==> src/rtl/gpe_hp_pkg.sv <==
package gpe_hp_pkg;
  localparam int GPE_W    = 16;
  localparam int LANES    = GPE_W / 8;
  localparam int LANE_W   = (LANES > 1) ? $clog2(LANES) : 1;
  localparam int BADDR_W  = $clog2(2 * LANES);
  localparam int SLOT_N   = 32;
  localparam int SLOT_W   = $clog2(SLOT_N);
  localparam int WADDR_W  = 4;
  localparam int HP_BIT   = 1;
  localparam logic [WADDR_W-1:0] OFF_INS   = 4'h0;
  localparam logic [WADDR_W-1:0] OFF_REM   = 4'h4;
  localparam logic [WADDR_W-1:0] OFF_EJECT = 4'h8;

  function automatic logic [SLOT_W-1:0] lowest_set(input logic [SLOT_N-1:0] v);
    lowest_set = '0;
    for (int i = SLOT_N - 1; i >= 0; i--) begin
      if (v[i]) lowest_set = SLOT_W'(i);
    end
  endfunction
endpackage

==> src/rtl/gpe_hp_rst_sync.sv <==
module gpe_hp_rst_sync (
  input  logic clk,
  input  logic rst_n,
  output logic rst_n_sync
);
  logic [1:0] sync_q;

  always_ff @(posedge clk or negedge rst_n) begin
    if (!rst_n) sync_q <= 2'b00;
    else        sync_q <= {sync_q[0], 1'b1};
  end

  assign rst_n_sync = sync_q[1];
endmodule

==> src/rtl/gpe_hp_byte_regs.sv <==
module gpe_hp_byte_regs
  import gpe_hp_pkg::*;
(
  input  logic               clk,
  input  logic               rst_n,
  input  logic               wr_en,
  input  logic [BADDR_W-1:0] addr,
  input  logic [7:0]         wdata,
  input  logic               hp_set,
  output logic [7:0]         rdata,
  output logic [GPE_W-1:0]   en_nxt
);
  logic [GPE_W-1:0] sts_q, en_q, sts_wr, sts_nxt;
  logic             en_clk, reg_sel;
  logic [LANE_W-1:0] lane_sel;
  logic [GPE_W-1:0] rd_vec;

  assign reg_sel  = addr[BADDR_W-1];
  assign lane_sel = LANE_W'(addr[BADDR_W-2:0]);

  for (genvar l = 0; l < LANES; l++) begin : g_lane
    logic hit;
    assign hit = wr_en && (lane_sel == LANE_W'(l));
    assign sts_wr[l*8 +: 8] = (hit && !reg_sel) ? (sts_q[l*8 +: 8] & ~wdata)
                                                : sts_q[l*8 +: 8];
    assign en_nxt[l*8 +: 8] = (hit && reg_sel) ? wdata : en_q[l*8 +: 8];
  end

  always_comb begin
    sts_nxt = sts_wr;
    if (hp_set) sts_nxt[HP_BIT] = 1'b1;
  end

  assign en_clk = wr_en || hp_set;

  always_ff @(posedge clk or negedge rst_n) begin
    if (!rst_n) begin
      sts_q <= '0;
      en_q  <= '0;
    end else if (en_clk) begin
      sts_q <= sts_nxt;
      en_q  <= en_nxt;
    end
  end

  assign rd_vec = reg_sel ? en_q : sts_q;
  assign rdata  = rd_vec[lane_sel*8 +: 8];

  p_hp_sets_status_r6: assert property (@(posedge clk) disable iff (!rst_n)
    hp_set |=> sts_q[HP_BIT]);
  p_status_no_rise_r3: assert property (@(posedge clk) disable iff (!rst_n)
    !hp_set |=> ((sts_q & ~$past(sts_q)) == '0));
  p_enable_hold_r4: assert property (@(posedge clk) disable iff (!rst_n)
    !wr_en |=> $stable(en_q));
endmodule

==> src/rtl/gpe_hp_slot_maps.sv <==
module gpe_hp_slot_maps
  import gpe_hp_pkg::*;
(
  input  logic               clk,
  input  logic               rst_n,
  input  logic               wr_en,
  input  logic [WADDR_W-1:0] addr,
  input  logic [SLOT_N-1:0]  wdata,
  input  logic               hp_req,
  input  logic [SLOT_W-1:0]  hp_slot,
  input  logic               hp_insert,
  output logic [SLOT_N-1:0]  rdata
);
  logic [SLOT_N-1:0] ins_q, rem_q, ins_nxt, rem_nxt, slot_bit;
  logic              en_clk;

  assign slot_bit = SLOT_N'(1) << hp_slot;

  always_comb begin
    ins_nxt = ins_q;
    rem_nxt = rem_q;
    if (wr_en && addr == OFF_INS) ins_nxt = wdata;
    if (wr_en && addr == OFF_REM) rem_nxt = wdata;
    if (hp_req) begin
      ins_nxt = hp_insert ? slot_bit : '0;
      rem_nxt = hp_insert ? '0 : slot_bit;
    end
  end

  assign en_clk = wr_en || hp_req;

  always_ff @(posedge clk or negedge rst_n) begin
    if (!rst_n) begin
      ins_q <= '0;
      rem_q <= '0;
    end else if (en_clk) begin
      ins_q <= ins_nxt;
      rem_q <= rem_nxt;
    end
  end

  always_comb begin
    unique case (addr)
      OFF_INS: rdata = ins_q;
      OFF_REM: rdata = rem_q;
      default: rdata = '0;
    endcase
  end

  p_hp_one_slot_r6: assert property (@(posedge clk) disable iff (!rst_n)
    hp_req |=> ($countones(ins_q | rem_q) == 1));
  p_hp_direction_r6: assert property (@(posedge clk) disable iff (!rst_n)
    (hp_req && hp_insert) |=> (rem_q == '0));
  p_idle_hold_r5: assert property (@(posedge clk) disable iff (!rst_n)
    (!hp_req && !wr_en) |=> ($stable(ins_q) && $stable(rem_q)));
endmodule

==> src/rtl/gpe_hp_eject.sv <==
module gpe_hp_eject
  import gpe_hp_pkg::*;
(
  input  logic               clk,
  input  logic               rst_n,
  input  logic               wr_en,
  input  logic [WADDR_W-1:0] addr,
  input  logic [SLOT_N-1:0]  wdata,
  output logic               stb,
  output logic [SLOT_W-1:0]  slot
);
  logic hit;
  logic stb_q;
  logic [SLOT_W-1:0] slot_q;

  assign hit = wr_en && (addr == OFF_EJECT) && (wdata != '0);

  always_ff @(posedge clk or negedge rst_n) begin
    if (!rst_n) stb_q <= 1'b0;
    else        stb_q <= hit;
  end

  always_ff @(posedge clk or negedge rst_n) begin
    if (!rst_n)   slot_q <= '0;
    else if (hit) slot_q <= lowest_set(wdata);
  end

  assign stb  = stb_q;
  assign slot = slot_q;

  p_eject_bit_set_r8: assert property (@(posedge clk) disable iff (!rst_n)
    hit |=> ((($past(wdata) >> slot) & SLOT_N'(1)) == SLOT_N'(1)));
  p_eject_lowest_r8: assert property (@(posedge clk) disable iff (!rst_n)
    hit |=> (($past(wdata) & ((SLOT_N'(1) << slot) - SLOT_N'(1))) == '0));
  p_eject_zero_quiet_r8: assert property (@(posedge clk) disable iff (!rst_n)
    (wr_en && addr == OFF_EJECT && wdata == '0) |=> !stb);
endmodule

==> src/rtl/gpe_hotplug_events.sv <==
module gpe_hotplug_events
  import gpe_hp_pkg::*;
(
  input  logic         clk,
  input  logic         rst_n,
  input  logic         byte_wr,
  input  logic [1:0]   byte_addr,
  input  logic [7:0]   byte_wdata,
  output logic [7:0]   byte_rdata,
  input  logic         word_wr,
  input  logic [3:0]   word_addr,
  input  logic [31:0]  word_wdata,
  output logic [31:0]  word_rdata,
  input  logic         hp_req,
  input  logic [4:0]   hp_slot,
  input  logic         hp_insert,
  output logic         sci,
  output logic         eject_stb,
  output logic [4:0]   eject_slot
);
  logic             rst_n_i;
  logic [GPE_W-1:0] en_nxt;
  logic             sci_q;

  gpe_hp_rst_sync u_rst (
    .clk(clk), .rst_n(rst_n), .rst_n_sync(rst_n_i)
  );

  gpe_hp_byte_regs u_bytes (
    .clk(clk), .rst_n(rst_n_i), .wr_en(byte_wr), .addr(byte_addr),
    .wdata(byte_wdata), .hp_set(hp_req), .rdata(byte_rdata), .en_nxt(en_nxt)
  );

  gpe_hp_slot_maps u_maps (
    .clk(clk), .rst_n(rst_n_i), .wr_en(word_wr), .addr(word_addr),
    .wdata(word_wdata), .hp_req(hp_req), .hp_slot(hp_slot),
    .hp_insert(hp_insert), .rdata(word_rdata)
  );

  gpe_hp_eject u_eject (
    .clk(clk), .rst_n(rst_n_i), .wr_en(word_wr), .addr(word_addr),
    .wdata(word_wdata), .stb(eject_stb), .slot(eject_slot)
  );

  always_ff @(posedge clk or negedge rst_n_i) begin
    if (!rst_n_i) sci_q <= 1'b0;
    else          sci_q <= hp_req && en_nxt[HP_BIT];
  end

  assign sci = sci_q;

  p_sci_cause_r7: assert property (@(posedge clk) disable iff (!rst_n_i)
    sci |-> $past(hp_req));
  p_sci_masked_r7: assert property (@(posedge clk) disable iff (!rst_n_i)
    !hp_req |=> !sci);
endmodule

==> config.mk <==
export PLATFORM = sky130hd
export DESIGN_NAME = gpe_hotplug_events
export DESIGN_NICKNAME = d
export VERILOG_FILES = /design/src/rtl/gpe_hp_pkg.sv /design/src/rtl/gpe_hp_rst_sync.sv /design/src/rtl/gpe_hp_byte_regs.sv /design/src/rtl/gpe_hp_slot_maps.sv /design/src/rtl/gpe_hp_eject.sv /design/src/rtl/gpe_hotplug_events.sv
export SDC_FILE = /design/constraint.sdc
export NUM_CORES = 1
export LEC_CHECK = 0
export ABC_AREA = 1
export BUFFER_PORTS_ARGS = -buffer_cell sky130_fd_sc_hd__buf_4
export CAP_MARGIN = 20
export CELL_PAD_IN_SITES_DETAIL_PLACEMENT = 0
export CELL_PAD_IN_SITES_GLOBAL_PLACEMENT = 1
export CORE_MARGIN = 1.5
export CORE_UTILIZATION = 25
export CTS_CLUSTER_DIAMETER = 120
export DETAILED_ROUTE_END_ITERATION = 6
export PLACE_DENSITY_LB_ADDON = 0.3
export RECOVER_POWER = 50
export SKIP_LAST_GASP = 1
export SLEW_MARGIN = 10
export SYNTH_ARGS = -nofsm -noshare
export SYNTH_HDL_FRONTEND = slang
export SYNTH_SLANG_ARGS = --single-unit
==> constraint.sdc <==
create_clock -name clk -period 7.4 [get_ports clk]
set_input_delay 1.48 -clock clk [delete_from_list [all_inputs] [get_ports clk]]
set_output_delay 1.48 -clock clk [all_outputs]
set_load 0.005 [all_outputs]
# After elaboration in Yosys (flattened, before gate mapping)
# Cells that the tools add are included.
[word_totals] regBits=105 inputBits=57 output_inout_bits=47 wordCells=89
[op_classes] eq_ne=2 n_shift=2 muxes=43 n_bitwise=4 n_reduce_logical=26
[ops] operator="32-bit two-way mux" count=6
[ops] operator="5-bit two-way mux" count=32
[ops] operator="32-bit case mux with 2 select lines" count=1
[ops] operator="32-bit nonzero test" count=1
[ops] operator="1-bit by 5-bit << shifter with 32-bit output (first input constant)" count=1
[ops] operator="8-bit AND" count=2
[ops] operator="16-bit two-way mux" count=1
[ops] operator="16-bit by 5-bit indexed part select with 8-bit output" count=1
[ops] operator="2-bit AND reduction" count=7
[ops] operator="1-bit logical AND" count=11
[ops] operator="8-bit inverter" count=1
[ops] operator="2-bit nonzero test" count=3
[ops] operator="4-bit by 3-bit == test with 1-bit output (second input constant)" count=1
[ops] operator="4-bit == test (second input constant)" count=1
[ops] operator="4-bit zero test" count=1
[ops] operator="2-bit two-way mux" count=2
[ops] operator="1-bit logical OR" count=2
[ops] operator="1-bit zero test" count=1
[ops] operator="1-bit two-way mux" count=1
[ops] operator="1-bit inverter" count=1

# Depth between registers and ports, before layout
# Gate-level depths: netlist of the first run.
[depth] word_depth=32 depth_mapped=33 depth_no_buf=33

# Hierarchy
# Synthesis of the first run repeated with hierarchy kept, for this count alone.
[hier_totals] hier_cells=916 area_unflattened_um2=6332.3
[modules_own_cells] module="gpe_hp_slot_maps" instances=1 cells_per_inst=587 area_per_inst_um2=3903.7 seq_area_each_um2=1601.5
[modules_own_cells] module="gpe_hp_byte_regs" instances=1 cells_per_inst=195 area_per_inst_um2=1669.1 seq_area_each_um2=800.8
[modules_own_cells] module="gpe_hp_eject" instances=1 cells_per_inst=128 area_per_inst_um2=673.1 seq_area_each_um2=150.1
[modules_own_cells] module="gpe_hp_rst_sync" instances=1 cells_per_inst=3 area_per_inst_um2=53.8 seq_area_each_um2=50.0
[modules_own_cells] module="gpe_hotplug_events" instances=1 cells_per_inst=3 area_per_inst_um2=32.5 seq_area_each_um2=25.0

# Worst setup path before layout of the first run
# OpenSTA, ideal clock, no wires.
[synth_timing] kind="input -> output" start="input word_addr[1]" end="output word_rdata[0]" arrival_ns=2.438 required_ns=5.920 path_slack_ns=3.482 path_stages=5 n_path_buf=1 path_cell_list="nor2_1 -> inv_2 -> nor3_2 -> clkbuf_1 -> a22o_1"
[synth_via] elab_chain_cells=2 elab_cells_between_ends=3 classes_between="eq/ne: 1; mux: 1; reduce/logical: 1"
[synth_rtl] item="start, declared" line="gpe_hotplug_events.sv:11" text="input logic [3:0] word_addr,"
[synth_rtl] item="4-bit by 3-bit == test with 1-bit output or 4-bit zero test (tied branches)" line="gpe_hp_slot_maps.sv:43" text="unique case (addr)"
[synth_rtl] item="32-bit case mux with 2 select lines *" line="gpe_hp_slot_maps.sv:43"
[synth_rtl] item="end, declared" line="gpe_hotplug_events.sv:13" text="output logic [31:0] word_rdata,"
# Every way passes the cells marked *; elsewhere a longest branch is shown, timed or not.

# Worst setup path in the final report of the first run
[layout_timing] start="input word_addr[1]" end="output word_rdata[9]"
# Same word-level chain as after synthesis.

==> results.json, run 1 <==
{
  "status": "finished with violations",
  "violations": "capacitance limit, slew limit",
  "synth_edf_count": 0,
  "syn_nets": 817,
  "drt-pass1-iter-count": 4,
  "tightestPinTransition_ns": 3.91,
  "hold_viol_final": 0,
  "synth_area_leaders": "dfrtp_1 47%, nor2_1 11%, nand2_1 8.1%",
  "die_y_um": 153,
  "hold_path_class": "reg2reg",
  "critical_path_arrival_ns": 3.56,
  "vias": 5153,
  "clock.fmax_mhz": 198,
  "fp.dieW_um": 153,
  "cts-root-buf": "clkbuf_16",
  "io_buffers": 103,
  "syn-mean-instance-area_um2": 7.36,
  "cts_setup_buffers": 0,
  "p_leak_nw": 3.25,
  "finalClockSkew_ns": 0.0105,
  "num_antenna_cells": 0,
  "cts_hold_buffers": 0,
  "yosysUniqueCellTypes": 29,
  "fin_crit_sh_pct": 68.2,
  "final_common_cell": "nor2_1",
  "rows": 54,
  "maxSlewViolCount": 71,
  "max_cap_viol_count": 1,
  "power.total_w": 0.00137,
  "place_congestion": 0.781,
  "clock_latency_ns": 0.36,
  "peakVddDrop_mv": 0.0955,
  "ys_warn_count": 0,
  "cts_buffers": 9,
  "powerDensity_nw_per_um2": 198,
  "avgViaCountPerCell": 4.58,
  "cts_sinks": 105,
  "syn-instance-count": 760,
  "cts_tree": "done",
  "layout-drive-gt1-share_pct": 15.4,
  "cts_max_level": 3,
  "grt_setup_unrepaired": "no",
  "hpwl_um": 13300,
  "antenna_found_initial": 0,
  "dr.first_iter.drc_count": 275,
  "fin_crit_ns": 5.04,
  "ys_ff_latch": 105,
  "yosysSeqAreaShare_pct": 47.0,
  "ant_nets": 0,
  "wl_per_cell_um": 16.0,
  "dieArea_um2": 23300,
  "synth_top_cell_area_share_pct": 47.0,
  "drcViolationCount": 0,
  "grt_pass1_vias": 5087,
  "critPathKind": "in2out",
  "fin_nets": 897,
  "syn_to_final_growth_pct": 23.5,
  "cp_max_fo": 22,
  "nFillCells": 2425,
  "overflow": 0,
  "cp-start-kind": "primary input",
  "crit_required_ns": 5.92,
  "grt_first_pass_wirelength_um": 28900,
  "io-pin-count": 104,
  "final_cell_mix": "168 x nor2_1, 121 x nand2_1, 105 x dfrtp_1",
  "coreArea_um2": 21900,
  "grt_max_degree": 71,
  "cts_buffer_depth": 2,
  "start_util_pct": 25.6,
  "cts.clk_slew.worst_paths_ns": 0.08,
  "setup_violations": 0,
  "cts_resized": 0,
  "track_usage_pct": 15.8,
  "critPathCaptureType": "output pin",
  "finalSetupTns_ns": 0,
  "netlist_area_um2": 5590,
  "relSlewSlack_pct": -161,
  "synth_top_cell_by_area": "dfrtp_1",
  "wl_um": 18000,
  "async_flop_share_pct": 100,
  "synth_ff_type": "dfrtp_1"
}
per-layer routing:
layer / global-route usage [%] / vias to the layer above / routed length (um)
li1: - / 2634 / -
met1: 21.1 / 2367 / 8370
met2: 24.9 / 137 / 8210
met3: 4.49 / 15 / 1130
met4: 4.62 / 0 / 306
met5: 0 / - / 0
Yosys cell counts (all sizes together), types with 7 or more instances:
cell	count
a21oi	67
o21ai	78
clkbuf	36
dfrtp	105
a31oi	8
o21a	7
a22o	16
nor2	168
inv	80
nand2	121
o22ai	8
nand4	16
nand3	26
flip-flops by register name, indices dropped and copies added, names as in the netlist:
register,flops
sci,1
u_rst.sync_q,2
u_maps.rem_q,32
u_eject.stb,1
u_maps.ins_q,32
u_bytes.sts_q,16
u_bytes.en_q,16
u_eject.slot,5
metrics by stage:
| stage | worst slack, ns | hold WS (ns) | instance area, um2 | utilization (%) | std cells |
|---|---|---|---|---|---|
| finish | 2.36 | 0.346 | 6910 | 31.6 | 1125 |
| floorplan | 3.48 | 0.331 | 5590 | - | 760 |
| CTS | 2.33 | 0.308 | 6950 | 31.7 | 1125 |
| global placement | 2.36 | 0.301 | 6620 | 30.3 | 1108 |
| detailed placement | 2.34 | 0.298 | 6650 | 30.4 | 1109 |
| global route | 1.36 | 0.353 | 6910 | 31.6 | 1125 |
power by group:
part / leakage, nW / internal [W] / switching (W) / total [W]
Clock: 0.141 / 0.000238 / 0.000246 / 0.000483
Sequential: 1.31 / 0.000629 / 0.0000320 / 0.000660
Combinational: 1.80 / 0.0000882 / 0.000135 / 0.000223
logic make-up after synthesis:
group / Yosys count / share of synthesized area (%)
compound gates: 189 / 19.0
flops: 105 / 47.0
simple gates: 340 / 24.5
other cells: 1 / 0.0670
buf+inv: 125 / 9.42
final timing paths:
check                      slack, ns                to             from  cells after the start
max                             2.36     word_rdata[9]     word_addr[1]                      6
min                             0.35   u_rst.sync_q[1]  u_rst.sync_q[0]                      0
max reg2reg                     2.45  u_maps.ins_q[28]  u_rst.sync_q[1]                      1
min reg2reg                     0.35   u_rst.sync_q[1]  u_rst.sync_q[0]                      0
max in group asynchronous       2.45  u_maps.ins_q[28]  u_rst.sync_q[1]                      1
min in group asynchronous       0.58  u_bytes.sts_q[9]  u_rst.sync_q[1]                      0
critical path, stage by stage:
cell	delay, ns
buf_4	0.11
nor2_1	0.15
nand3_1	0.54
inv_1	0.87
a22o_1	0.29
buf_4	0.12
area by class of cell:
type	instances	area [um2]	share of cell area (%)
Tap cell	280	350	5.07
Clock inverter	7	70.1	1.01
Inverter	87	382	5.52
Multi-Input combinational cell	530	2460	35.7
Sequential cell	105	2630	38.0
Clock buffer	9	225	3.26
Timing Repair Buffer	107	790	11.4
(Power assumes the default switching activity.)
==> run 2: changes to the inputs <==
clock period = 4.5 ns   (was 7.4 ns; I/O delays follow)
==> results.json, run 2 (synthesis gave the netlist of run 1 again) <==
{
  "finalClockSkew_ns": 0.0137,
  "dieArea_um2": 23300,
  "syn_to_final_growth_pct": 24.2,
  "final_common_cell": "nor2_1",
  "fin_crit_sh_pct": 75.9,
  "wl_um": 17800,
  "fp.dieW_um": 153,
  "violations": "capacitance limit, slew limit",
  "max_cap_viol_count": 1,
  "grt_first_pass_wirelength_um": 28800,
  "cpPeakStageDelay_ns": 0.57,
  "cts_buffers": 9,
  "start_util_pct": 25.6,
  "cts-root-buf": "clkbuf_16",
  "cts_max_level": 3,
  "dp_cells": 1111,
  "powerDensity_nw_per_um2": 327,
  "grt.met2_usage_pct": 24.5,
  "worst_path_max_delay_cell": "inv_1",
  "num_antenna_cells": 0,
  "io-pin-count": 104,
  "setup_violations": 0,
  "cts_setup_buffers": 0,
  "overflow": 0,
  "cp.buffers_inverters": 5,
  "die_y_um": 153,
  "met1_usage_pct": 20.8,
  "critical_path_arrival_ns": 2.52,
  "tightestPinTransition_ns": 2.59,
  "vias": 5213,
  "place_congestion": 0.793,
  "grt_max_degree": 64,
  "wl_per_cell_um": 15.8,
  "path_common_cell": "buf_4",
  "critPathCaptureType": "output pin",
  "peakVddDrop_mv": 0.198,
  "coreArea_um2": 21900,
  "p_leak_nw": 3.29,
  "cp-start-kind": "primary input",
  "crit_required_ns": 3.60,
  "cts_tree": "done",
  "ant_nets": 0,
  "hpwl_um": 13100,
  "crit_family": "buffers and inverters",
  "hold_path_class": "in2async",
  "final_util_pct": 31.7,
  "clock_latency_ns": 0.36,
  "dr.first_iter.drc_count": 253,
  "fin_nets": 900,
  "fin_crit_ns": 3.42,
  "cts_resized": 0,
  "relSlewSlack_pct": -72.7,
  "io_buffers": 103,
  "fin_cells": 1128,
  "crit_chain": "buf_4 -> nor2_1 -> nand3_1 -> buf_4 -> inv_1 -> buf_4 -> nand2_1 -> nand2_1 -> buf_4",
  "layout-drive-gt1-share_pct": 16.3,
  "grt_setup_unrepaired": "no",
  "finalSetupTns_ns": 0,
  "cts_sinks": 105,
  "final_cell_mix": "168 x nor2_1, 121 x nand2_1, 105 x dfrtp_1",
  "cts_buffer_depth": 2,
  "drt-pass1-iter-count": 5,
  "cp_max_fo": 19,
  "maxSlewViolCount": 64,
  "cts_hold_buffers": 0,
  "drcViolationCount": 0,
  "cts.clk_slew.worst_paths_ns": 0.08,
  "avgViaCountPerCell": 4.62,
  "hold_viol_final": 0,
  "grt_pass1_vias": 5151,
  "track_usage_pct": 15.7,
  "clock.fmax_mhz": 293,
  "grt_use_met3_pct": 4.55,
  "antenna_found_initial": 0,
  "status": "finished with violations",
  "largest_registers": "u_maps.ins_q (32), u_maps.rem_q (32)",
  "rows": 54,
  "critPathKind": "in2out",
  "busiest_layer": "met2"
}
## run 2: cell count changes in the layout (fill, tap and decap cells not counted)
cell | before | now
clkbuf_1 | 9 | 4
buf_12 | 0 | 1
buf_16 | 1 | 0
buf_4 | 95 | 97
clkinv_8 | 1 | 2
inv_8 | 1 | 2
clkinv_4 | 2 | 0
clkbuf_2 | 0 | 2
clkbuf_4 | 2 | 6
## run 2: final timing paths
kind | from | end | slack, ns | cells past startpoint
worst max-delay path | word_addr[1] | word_rdata[6] | 1.08 | 9
worst min-delay path | rst_n | u_rst.sync_q[1] | 0.31 | 1
worst max register to register | u_rst.sync_q[1] | u_maps.rem_q[13] | 1.23 | 1
worst min register to register | u_rst.sync_q[0] | u_rst.sync_q[1] | 0.36 | 0
max in group asynchronous | u_rst.sync_q[1] | u_maps.rem_q[13] | 1.23 | 1
min in group clk | u_rst.sync_q[0] | u_rst.sync_q[1] | 0.36 | 0
## run 2: where the power goes
group          internal, W  switching (W)
sequential         0.00103      0.0000571
combinational     0.000148       0.000215
clock             0.000398       0.000419
total              0.00158       0.000691
## run 2: layout make-up
| class | count | area (um2) |
|---|---|---|
| clock buffer | 9 | 225 |
| clock inverter | 7 | 80.1 |
| fill | 2434 | 14900 |
| inverter | 87 | 382 |
| multi-input combinational | 530 | 2460 |
| sequential | 105 | 2630 |
| tap | 280 | 350 |
| timing repair buffer | 110 | 818 |
## run 2: through the flow
| step | cell area [um2] | worst slack, ns | power [W] | hold WS [ns] |
|---|---|---|---|---|
| finish | 6950 | 1.08 | 0.00227 | 0.310 |
| CTS | 6960 | 1.06 | 0.00232 | 0.291 |
| floorplan | 5590 | 1.36 | 0.00131 | 0.331 |
| detailed placement | 6660 | 1.06 | 0.00148 | 0.339 |
| global placement | 6660 | 1.04 | 0.00148 | 0.335 |
| global route | 6950 | 0.573 | 0.00241 | 0.308 |
## run 2: per-layer routing
layer  vias to the layer above  share of wire (%)
met5                         -                  0
met4                         0                2.4
met3                        21                7.4
met2                       147                 44
met1                      2405                 46
li1                       2640                  -
==> run 3: changes to the inputs <==
clock period = 2.75 ns   (was 4.5 ns; I/O delays follow)
==> results.json, run 3 (synthesis gave the netlist of run 1 again) <==
{
  "worstHoldStart": "byte_wdata[3]",
  "antenna_found_initial": 0,
  "cts.clk_slew.worst_paths_ns": 0.09,
  "final_util_pct": 32.4,
  "track_usage_pct": 15.6,
  "hold_path_class": "in2reg",
  "tightestPinTransition_ns": 1.79,
  "peakVddDrop_mv": 0.315,
  "maxSlewViolCount": 42,
  "status": "finished with violations",
  "reg2reg_depth": 1,
  "layout-drive-gt1-share_pct": 17.2,
  "cts-root-buf": "clkbuf_16",
  "fin_nets": 912,
  "final_cell_mix": "168 x nor2_1, 121 x nand2_1, 112 x buf_4",
  "cts_tree": "done",
  "dieArea_um2": 23300,
  "critPathCaptureType": "output pin",
  "powerDensity_nw_per_um2": 541,
  "hpwl_um": 12900,
  "io-pin-count": 104,
  "clock.fmax_mhz": 424,
  "rrSetupSlack_ns": 0.87,
  "nFillCells": 2455,
  "final_common_cell": "nor2_1",
  "fp.dieW_um": 153,
  "r2r_start": "u_rst.sync_q[1]",
  "r2r_end": "u_bytes.en_q[13]",
  "wl_per_cell_um": 15.6,
  "cts_max_level": 3,
  "cts_buffers": 9,
  "hold_viol_final": 0,
  "vias": 5185,
  "rows": 54,
  "finalClockSkew_ns": 0.0140,
  "cts_buffer_depth": 2,
  "coreArea_um2": 21900,
  "worstHoldEndpoint": "u_bytes.sts_q[11]",
  "dr.first_iter.drc_count": 255,
  "p_leak_nw": 3.37,
  "critPathKind": "in2out",
  "setup_violations": 0,
  "drt-pass1-iter-count": 4,
  "finalSetupTns_ns": 0,
  "cp-start-kind": "primary input",
  "syn_to_final_growth_pct": 26.8,
  "avgViaCountPerCell": 4.55,
  "fin_crit_ns": 2.36,
  "cts_sinks": 105,
  "relSlewSlack_pct": -19.6,
  "cp_max_fo": 25,
  "worstHoldPathCells": 2,
  "num_antenna_cells": 0,
  "largest_registers": "u_maps.ins_q (32), u_maps.rem_q (32)",
  "cts_setup_buffers": 0,
  "overflow": 0,
  "crit_required_ns": 2.20,
  "max_cap_viol_count": 1,
  "grt_first_pass_wirelength_um": 28800,
  "grt_setup_unrepaired": "no",
  "place_congestion": 0.799,
  "ant_nets": 0,
  "io_buffers": 103,
  "grt_pass1_vias": 5201,
  "wl_um": 17700,
  "start_util_pct": 25.6,
  "grt_max_degree": 65,
  "clock_latency_ns": 0.36,
  "die_y_um": 153,
  "critical_path_arrival_ns": 1.81,
  "violations": "capacitance limit, slew limit",
  "fin_crit_sh_pct": 85.7,
  "drcViolationCount": 0
}
-- run 3: layer usage --
metal  vias to the layer above  track usage, %  wire, um
li1                       2666               -         -
met1                      2388            20.9      8340
met2                       116            25.1      8090
met3                        15            3.95       977
met4                         0            4.26       325
met5                         -               0         0
-- run 3: area by class of cell --
type / count / area [um2] / share of cell area, %
flip-flops and latches: 105 / 2630 / 37.0
multi-input cells: 530 / 2460 / 34.7
repair buffers: 122 / 937 / 13.2
inverters: 87 / 382 / 5.38
well taps: 280 / 350 / 4.94
clock buffers: 9 / 225 / 3.17
clock inverters: 7 / 108 / 1.52
-- run 3: what timing repair did --
item                                   CTS  global route
gates resized for setup                  0             0
hold buffers                             1             0
endpoints found under the hold margin    2             0
-- run 3: critical path, stage by stage --
cell      delay, ns
clkbuf_1       0.42
inv_1          0.08
buf_4          0.23
a21oi_1        0.13
o21ai_0        0.10
o21ai_0        0.12
buf_4          0.16
-- run 3: power by group --
part           switching [W]  total, W  internal (W)
clock               0.000698   0.00145      0.000747
combinational       0.000364  0.000622      0.000258
sequential         0.0000792   0.00177       0.00169
-- run 3: how the worst max path moves through the flow --
stage / end / from / cells past startpoint
finish: byte_rdata[1] / byte_addr[1] / 7
global route: byte_rdata[0] / byte_addr[1] / 7
CTS: word_rdata[28] / word_addr[1] / 7
detailed placement: u_eject.slot[0] / word_wdata[30] / 34
global placement: u_eject.slot[0] / word_wdata[30] / 34
floorplan: word_rdata[0] / word_addr[1] / 5
-- run 3: through the flow --
stage | cell area [um2] | hold slack (ns) | cells | setup WS (ns) | total power [W]
global route | 7090 | 0.339 | 1140 | 0.235 | 0.00405
CTS | 7120 | 0.341 | 1140 | 0.511 | 0.00391
finish | 7090 | 0.354 | 1140 | 0.392 | 0.00384
floorplan | 5600 | 0.254 | 760 | 0.692 | 0.00214
detailed placement | 6770 | 0.334 | 1123 | 0.438 | 0.00244
global placement | 6770 | 0.334 | 1123 | 0.432 | 0.00243
